--- src/rtl/secded_pkg.sv ---
package secded_pkg;

  // Smallest check-bit count p with 2^p >= p + d + 1.
  function automatic int check_bits(input int d);
    int p;
    p = 0;
    while ((1 << p) < p + d + 1) p++;
    return p;
  endfunction

  function automatic bit is_pow2(input int v);
    return (v > 0) && ((v & (v - 1)) == 0);
  endfunction

endpackage

--- src/rtl/secded_reg_stage.sv ---
module secded_reg_stage #(
  parameter int W = 8
) (
  input  logic         clk,
  input  logic         rst_n,
  input  logic         in_valid,
  output logic         in_ready,
  input  logic [W-1:0] in_data,
  output logic         out_valid,
  input  logic         out_ready,
  output logic [W-1:0] out_data
);

  assign in_ready = !out_valid || out_ready;

  always_ff @(posedge clk or negedge rst_n) begin
    if (!rst_n) begin
      out_valid <= 1'b0;
      out_data  <= '0;
    end else if (in_ready) begin
      out_valid <= in_valid;
      if (in_valid) out_data <= in_data;
    end
  end

  // a stalled beat is held, neither dropped nor altered
  assert_hold_valid_R10: assert property (@(posedge clk) disable iff (!rst_n)
    (out_valid && !out_ready) |=> out_valid);
  assert_hold_data_R10: assert property (@(posedge clk) disable iff (!rst_n)
    (out_valid && !out_ready) |=> $stable(out_data));
  // output is idle right after reset release
  assert_idle_after_reset_R11: assert property (@(posedge clk)
    $rose(rst_n) |-> !out_valid);

endmodule

--- src/rtl/secded_encoder.sv ---
module secded_encoder
  import secded_pkg::*;
#(
  parameter int DATA_W = 64,
  localparam int CHK_W  = check_bits(DATA_W),
  localparam int HAM_N  = DATA_W + CHK_W,
  localparam int CODE_W = HAM_N + 1
) (
  input  logic [DATA_W-1:0] data,
  output logic [CODE_W-1:0] code
);

  always_comb begin
    logic [CODE_W-1:0] w;
    logic              par;
    int                k;
    w = '0;
    k = 0;
    // Scatter data into the non-power-of-two positions
    for (int pos = 1; pos <= HAM_N; pos++) begin
      if (!is_pow2(pos)) begin
        w[pos-1] = data[k];
        k++;
      end
    end
    // Check bit i evens out its group
    for (int i = 0; i < CHK_W; i++) begin
      par = 1'b0;
      for (int pos = 1; pos <= HAM_N; pos++)
        if ((pos & (1 << i)) != 0) par ^= w[pos-1];
      w[(1 << i) - 1] = par;
    end
    // Whole-word parity at the top position
    w[CODE_W-1] = ^w[HAM_N-1:0];
    code = w;
  end

endmodule

--- src/rtl/secded_decoder.sv ---
module secded_decoder
  import secded_pkg::*;
#(
  parameter int DATA_W = 64,
  localparam int CHK_W  = check_bits(DATA_W),
  localparam int HAM_N  = DATA_W + CHK_W,
  localparam int CODE_W = HAM_N + 1
) (
  input  logic [CODE_W-1:0] code,
  output logic [DATA_W-1:0] data,
  output logic              fixed,
  output logic              bad
);

  logic [CHK_W-1:0]  syn;
  logic              odd;
  logic              syn_nz;
  logic              in_range;
  logic              single;
  logic [CODE_W-1:0] repaired;

  always_comb begin
    for (int i = 0; i < CHK_W; i++) begin
      syn[i] = 1'b0;
      for (int pos = 1; pos <= HAM_N; pos++)
        if ((pos & (1 << i)) != 0) syn[i] ^= code[pos-1];
    end
  end

  assign odd      = ^code;
  assign syn_nz   = |syn;
  assign in_range = (int'(syn) <= HAM_N);
  assign single   = syn_nz && odd && in_range;
  assign fixed    = single || (!syn_nz && odd);
  assign bad      = syn_nz && (!odd || !in_range);

  always_comb begin
    int k;
    repaired = code;
    for (int pos = 1; pos <= HAM_N; pos++)
      if (single && (int'(syn) == pos)) repaired[pos-1] = ~code[pos-1];
    k = 0;
    data = '0;
    for (int pos = 1; pos <= HAM_N; pos++) begin
      if (!is_pow2(pos)) begin
        data[k] = repaired[pos-1];
        k++;
      end
    end
  end

endmodule

--- src/rtl/secded_word_guard.sv ---
module secded_word_guard
  import secded_pkg::*;
#(
  parameter int DATA_W = 64,
  localparam int CHK_W  = check_bits(DATA_W),
  localparam int CODE_W = DATA_W + CHK_W + 1
) (
  input  logic              clk,
  input  logic              rst_n,
  input  logic              wr_in_valid,
  output logic              wr_in_ready,
  input  logic [DATA_W-1:0] wr_in_data,
  output logic              wr_out_valid,
  input  logic              wr_out_ready,
  output logic [CODE_W-1:0] wr_out_code,
  input  logic              rd_in_valid,
  output logic              rd_in_ready,
  input  logic [CODE_W-1:0] rd_in_code,
  output logic              rd_out_valid,
  input  logic              rd_out_ready,
  output logic [DATA_W-1:0] rd_out_data,
  output logic              rd_out_fixed,
  output logic              rd_out_bad
);

  localparam int RD_W = DATA_W + 2;

  logic [CODE_W-1:0] enc_code;
  logic [DATA_W-1:0] dec_data;
  logic              dec_fixed;
  logic              dec_bad;
  logic [RD_W-1:0]   rd_payload;

  secded_encoder #(.DATA_W(DATA_W)) u_enc (
    .data (wr_in_data),
    .code (enc_code)
  );

  secded_reg_stage #(.W(CODE_W)) u_wr_stage (
    .clk       (clk),
    .rst_n     (rst_n),
    .in_valid  (wr_in_valid),
    .in_ready  (wr_in_ready),
    .in_data   (enc_code),
    .out_valid (wr_out_valid),
    .out_ready (wr_out_ready),
    .out_data  (wr_out_code)
  );

  secded_decoder #(.DATA_W(DATA_W)) u_dec (
    .code  (rd_in_code),
    .data  (dec_data),
    .fixed (dec_fixed),
    .bad   (dec_bad)
  );

  secded_reg_stage #(.W(RD_W)) u_rd_stage (
    .clk       (clk),
    .rst_n     (rst_n),
    .in_valid  (rd_in_valid),
    .in_ready  (rd_in_ready),
    .in_data   ({dec_bad, dec_fixed, dec_data}),
    .out_valid (rd_out_valid),
    .out_ready (rd_out_ready),
    .out_data  (rd_payload)
  );

  assign rd_out_data  = rd_payload[DATA_W-1:0];
  assign rd_out_fixed = rd_payload[DATA_W];
  assign rd_out_bad   = rd_payload[DATA_W+1];

  // every emitted code word carries even parity
  assert_code_even_R3: assert property (@(posedge clk) disable iff (!rst_n)
    wr_out_valid |-> (^wr_out_code == 1'b0));
  // the two status flags exclude each other
  assert_flags_exclusive_R9: assert property (@(posedge clk) disable iff (!rst_n)
    rd_out_valid |-> !(rd_out_fixed && rd_out_bad));

endmodule

--- config.mk ---
export PLATFORM = sky130hd
export DESIGN_NAME = secded_word_guard
export DESIGN_NICKNAME = d
export VERILOG_FILES = /design/src/rtl/secded_pkg.sv /design/src/rtl/secded_reg_stage.sv /design/src/rtl/secded_encoder.sv /design/src/rtl/secded_decoder.sv /design/src/rtl/secded_word_guard.sv
export SDC_FILE = /design/constraint.sdc
export NUM_CORES = 1
export LEC_CHECK = 0
export CAP_MARGIN = 20
export CORE_ASPECT_RATIO = 2
export CORE_MARGIN = 3
export CORE_UTILIZATION = 45
export DETAILED_ROUTE_END_ITERATION = 8
export DONT_BUFFER_PORTS = 1
export GPL_ROUTABILITY_DRIVEN = 0
export PLACE_DENSITY_LB_ADDON = 0.15
export SLEW_MARGIN = 30
export SYNTH_ARGS = -nofsm -noshare
export SYNTH_HDL_FRONTEND = slang
export SYNTH_SLANG_ARGS = --single-unit
--- constraint.sdc ---
create_clock -name clk -period 2.94 [get_ports clk]
set_input_delay 0 -clock clk [delete_from_list [all_inputs] [get_ports clk]]
set_output_delay 0 -clock clk [all_outputs]
set_load 0.03 [all_outputs]
; After elaboration in Yosys (flattened, before gate mapping)
; Index checks and enable logic that the tools add are counted.
[totals]
register_bits = 140
in_bits = 142
word_cells = 682
[op_classes]
n_lt_le_gt_ge = 1
eq_ne = 64
muxes = 64
bitwise = 467
n_reduce_logical = 82
[op_table]
columns = op, n
row1 = 1-bit XOR, 403
row2 = "7-bit == test, second input constant", 38
row3 = "7-bit by 6-bit == test with 1-bit output, second input constant", 15
row4 = 72-bit parity, 1
row5 = 71-bit parity, 1
row6 = 1-bit logical AND, 68
row7 = 1-bit two-way mux, 64
row8 = 1-bit NOT, 64
row9 = "7-bit by 5-bit == test with 1-bit output, second input constant", 7
row10 = "7-bit by 4-bit == test with 1-bit output, second input constant", 3
row11 = "7-bit by 3-bit == test with 1-bit output, second input constant", 1
row12 = "7-bit less-or-equal comparator, second input constant", 1
row13 = 7-bit OR reduction, 1
row14 = 1-bit zero test, 5
row15 = 1-bit logical OR, 4
row16 = 2-bit AND reduction, 2

; Logic depth before layout (Yosys ltp)
[depth]
depth_word = 40
depth_mapped = 10

; Cells and area by module
; A second synthesis with hierarchy kept.
[hier_totals]
cells_unflattened = 782
area_unflattened_um2 = 10148.5
[modules_own_cells]
columns = mod, instances, cells_per_inst, area_each_um2
row1 = secded_reg_stage at u_wr_stage, 1, 155, 3010.4
row2 = secded_decoder, 1, 304, 2712.6
row3 = secded_reg_stage at u_rd_stage, 1, 143, 2697.6
row4 = secded_encoder, 1, 180, 1727.9

; Worst setup path before layout
; OpenSTA, ideal clock, no wires.
[synth_path]
path_type = input-to-reg
startpoint = in rd_in_code[12]
endpoint = reg u_rd_stage.out_data[58]
setup_time_ps = 77
t_arrival_ps = 2292
required_ps = 2863
setup_slack_ps = 571
stages = 9
path_cell_list = xor2_2 xor3_1 xnor3_2 xnor3_2 buf_4 nor4_2 o2111ai_1 xor2_1 o21ai_1
[synth_via]
elab_chain_len = 36
[synth_rtl]
columns = item, line
row1 = "start, declared", secded_word_guard.sv:18  ; input logic [CODE_W-1:0] rd_in_code,
row2 = branches (longest 34 deep; another with 1-bit XOR), -
row3 = 1-bit logical AND (*), secded_decoder.sv:41  ; if (single && (int'(syn) == pos)) repaired[pos-1] = ~code[pos-1];
row4 = 1-bit two-way mux (*), secded_decoder.sv:41
row5 = "end signal, assigned", secded_reg_stage.sv:22  ; if (in_valid) out_data <= in_data;
row6 = "end, declared", secded_reg_stage.sv:11  ; output logic [W-1:0] out_data
; Every way passes the cells marked *.
; A chain may end at the register's enable or synchronous reset.

; Worst setup path after layout
[layout_path]
startpoint = in rd_in_code[13]
endpoint = reg u_rd_stage.out_data[37]
[layout_via]
elab_chain_len = 35
[layout_rtl]
columns = item, line
row1 = branches (longest 33 deep; another with 1-bit XOR), -
row2 = 1-bit logical AND (*), secded_decoder.sv:41
row3 = 1-bit two-way mux (*), secded_decoder.sv:41
; Marked as above.

==> flow_summary.yaml <==
yosys:
  synthTopCellsByArea: "dfrtp_1, xnor2_1, mux2_2"
  yosysWarnings: 0
  syn_nets: 961
  synth_seq_area_share: 0.3764
  synth_top_area_frac: 0.3764
  synth_area_sq_mm: 0.009308
  synth_area_per_cell_sq_um: 11.36
  synth_cell_types: 28
  synth_most_common_cell: "xnor2_1"
  ys_top_cells_by_count: "xnor2_1, dfrtp_1, nand2_1, mux2_2, xor2_1"
  ys_ff_latch: 140
  yosys.area.top_type: "dfrtp_1"
  synth-main-ff-cell: "dfrtp_1"
  synth-async-reset-ratio: 1.000
  synth_edf_count: 0
  postSynthCellCount: 819
finish:
  utilization: 0.5865
  multi_input_area_sq_mm: 0.005579
  area_delta_synth_final_pct: 26.62
  layout-drive-gt1-share: 0.2024
  num-nets-final: 1117
  n_fill_cell: 1647
  ff_latch_area_sq_mm: 0.003503
  num_antenna_cells: 0
die:
  die_area_sq_mm: 0.02255
  die_height_um: 209.4
  initial_utilization: 0.4632
  ios: 284
  rows: 73
  coreArea_sq_mm: 0.02009
  die_w_um: 107.7
timing:
  drv_slew: 0
  relSlewSlack: 0.4975
  finClkSkew_ps: 5.643
  fin_hold_ws_ps: -733.6
  setup_viol: 0
  setup_tns_ps: 0
  finalHoldViolCount: 140
  worstMarginPinSlew_ps: 748.3
  period_needed_ps: 2772
  setup_slack_ps: 167.7
  fmax_mhz: 360.7
  period_share: 0.9430
  grt_setup_unrepaired: "false"
power_and_ir_drop:
  pwr_density_cell_mw_per_mm2: 1086
  swShare: 0.4892
  p_sw_mw: 6.262
  clkPwrFrac: 0.166
  power_mw: 12.80
  intPower_mw: 6.539
  combPwrFrac: 0.572
  p_seq_frac: 0.262
  peakVddDrop_mv: 0.9036
  p_leak_nw: 4.666
place:
  numPortBuffers: 0
  dp_slack_ps: -383.4
  hpwl_um: 25090
global_route:
  grt_pass1_vias: 7820
  grt_start_max_net_pins: 141
  antenna_found_initial: 0
  gr-total-overflow: 0
  grt_usage: 0.2933
  grt_pass1_wl_um: 47650
routing:
  viasPerCell: 5.622
  wl_um: 32920
  drc: 0
  antenna_left: 0
  dr.pass1.iters: 5
  drt-initial-drc-count: 452
  vias: 7027
  wl_per_cell_um: 26.33
clock_network:
  cts_setup_buffers: 0
  numCtsBuffers: 17
  cts_hold_repair.buffers: 130
  root_buffer: "clkbuf_16"
  cts_sinks: 140
  clk_pin_slew_worst_paths_ps: 60
  cts_tree: "done"
  cts_buffer_depth: 2
  clk_latency_ps: 430
  htreeDepth: 4
job:
  cap_violations: 0
setup_path:
  worstSetupPathType: "input pin to flop"
  crit_path_start_kind: "input pin"
  reg2reg_depth: 4
  cp_max_fo: 16
  cp.arrival_ps: 3070
  reg2reg_slack_ps: 800
  critPathCaptureType: "flop"
  worstPathRequired_ps: 3240
  r2r-end: "u_wr_stage.out_data[22]"
  worstReg2RegStart: "u_wr_stage.out_valid"
status:
  violations: "negative hold slack"
  status: "complete, but fails checks"
hold_path:
  worst_hold_path_type: "input pin to asynchronous set/reset pin"
what timing repair did:
action,in CTS,in global routing
gates resized for setup,0,1
endpoints found under the hold margin,271,140
setup endpoints to repair,0,1
worst max-delay path, stage by stage:
cell     delay (ps)
xnor2_1         350
xnor3_1         510
xnor3_1         280
xnor3_1         730
nand4_1         310
nor4_1          620
xnor2_1         190
o21ai_1          70
how the worst max path moves through the flow:
stage                     depth (start not counted)      startpoint  slack, ps                       to
after floorplan                                   9  rd_in_code[12]        570  u_rd_stage.out_data[58]
after global placement                           10  rd_in_code[40]       -370  u_rd_stage.out_data[30]
after detailed placement                         10  rd_in_code[40]       -380  u_rd_stage.out_data[30]
after CTS                                        10  rd_in_code[40]         70  u_rd_stage.out_data[30]
after global routing                              8  rd_in_code[13]        110  u_rd_stage.out_data[34]
final                                             8  rd_in_code[13]        170  u_rd_stage.out_data[37]
layout by cell type, fill, tap and decap left out, types with 17 or more instances in the layout:
cell	instances
buf_4	53
clkbuf_16	17
dfrtp_1	140
dlygate4sd3_1	130
mux2_2	70
nand2_1	69
nand4_1	31
nor4_1	20
nor4_2	26
o2111ai_1	18
o21ai_1	57
xnor2_1	201
xnor3_1	27
xor2_1	67
power groups by stage:
stage | registers, mW | logic (mW) | clock network [mW]
after CTS | 3.36 | 7.16 | 2.17
final | 3.35 | 7.33 | 2.13
after detailed placement | 3.39 | 6.98 | 0
after floorplan | 3.24 | 5.25 | 0
after global placement | 3.38 | 6.88 | 0
after global routing | 3.39 | 7.71 | 2.24
layout make-up:
class | count | area share
multi-input cells | 628 | 0.4734
flip-flops and latches | 140 | 0.2973
repair buffers | 188 | 0.1527
clock buffers | 19 | 0.03673
well taps | 262 | 0.02782
clock inverters | 13 | 0.01210
state kept, by name (all words and copies together), names as in the netlist:
signal / count
u_wr_stage.out_data: 72
u_rd_stage.out_data: 66
u_wr_stage.out_valid: 1
u_rd_stage.out_valid: 1
cell families after synthesis:
logic type | count (synthesis) | synth area share
muxes | 70 | 0.08469
DFF | 140 | 0.3764
xor gates and xnor gates | 312 | 0.3531
AOI/OAI and AO/OA | 89 | 0.05565
buffers and inverters | 51 | 0.02756
and+or+nand+nor | 157 | 0.1026
through the flow:
| stage | hold slack (ps) | cells | area, sq um |
|---|---|---|---|
| 2_1_floorplan | -295.6 | 819 | 9308 |
| 3_3_place_gp | -292.4 | 1088 | 9902 |
| 3_5_place_dp | -291.7 | 1088 | 9902 |
| 4_1_cts | -765.2 | 1250 | 11780 |
| 5_1_grt | -768.3 | 1250 | 11790 |
| 6_report | -733.6 | 1250 | 11790 |
routing by layer:
layer | vias up | track usage | wire length, um
met4 | 0 | 0.2472 | 3253
met2 | 364 | 0.5696 | 18670
met1 | 3387 | 0.2259 | 8833
met3 | 132 | 0.07356 | 2161
li1 | 3144 | - | -
met5 | - | 0 | 0
Note: power is estimated with default switching activity, not from simulation.
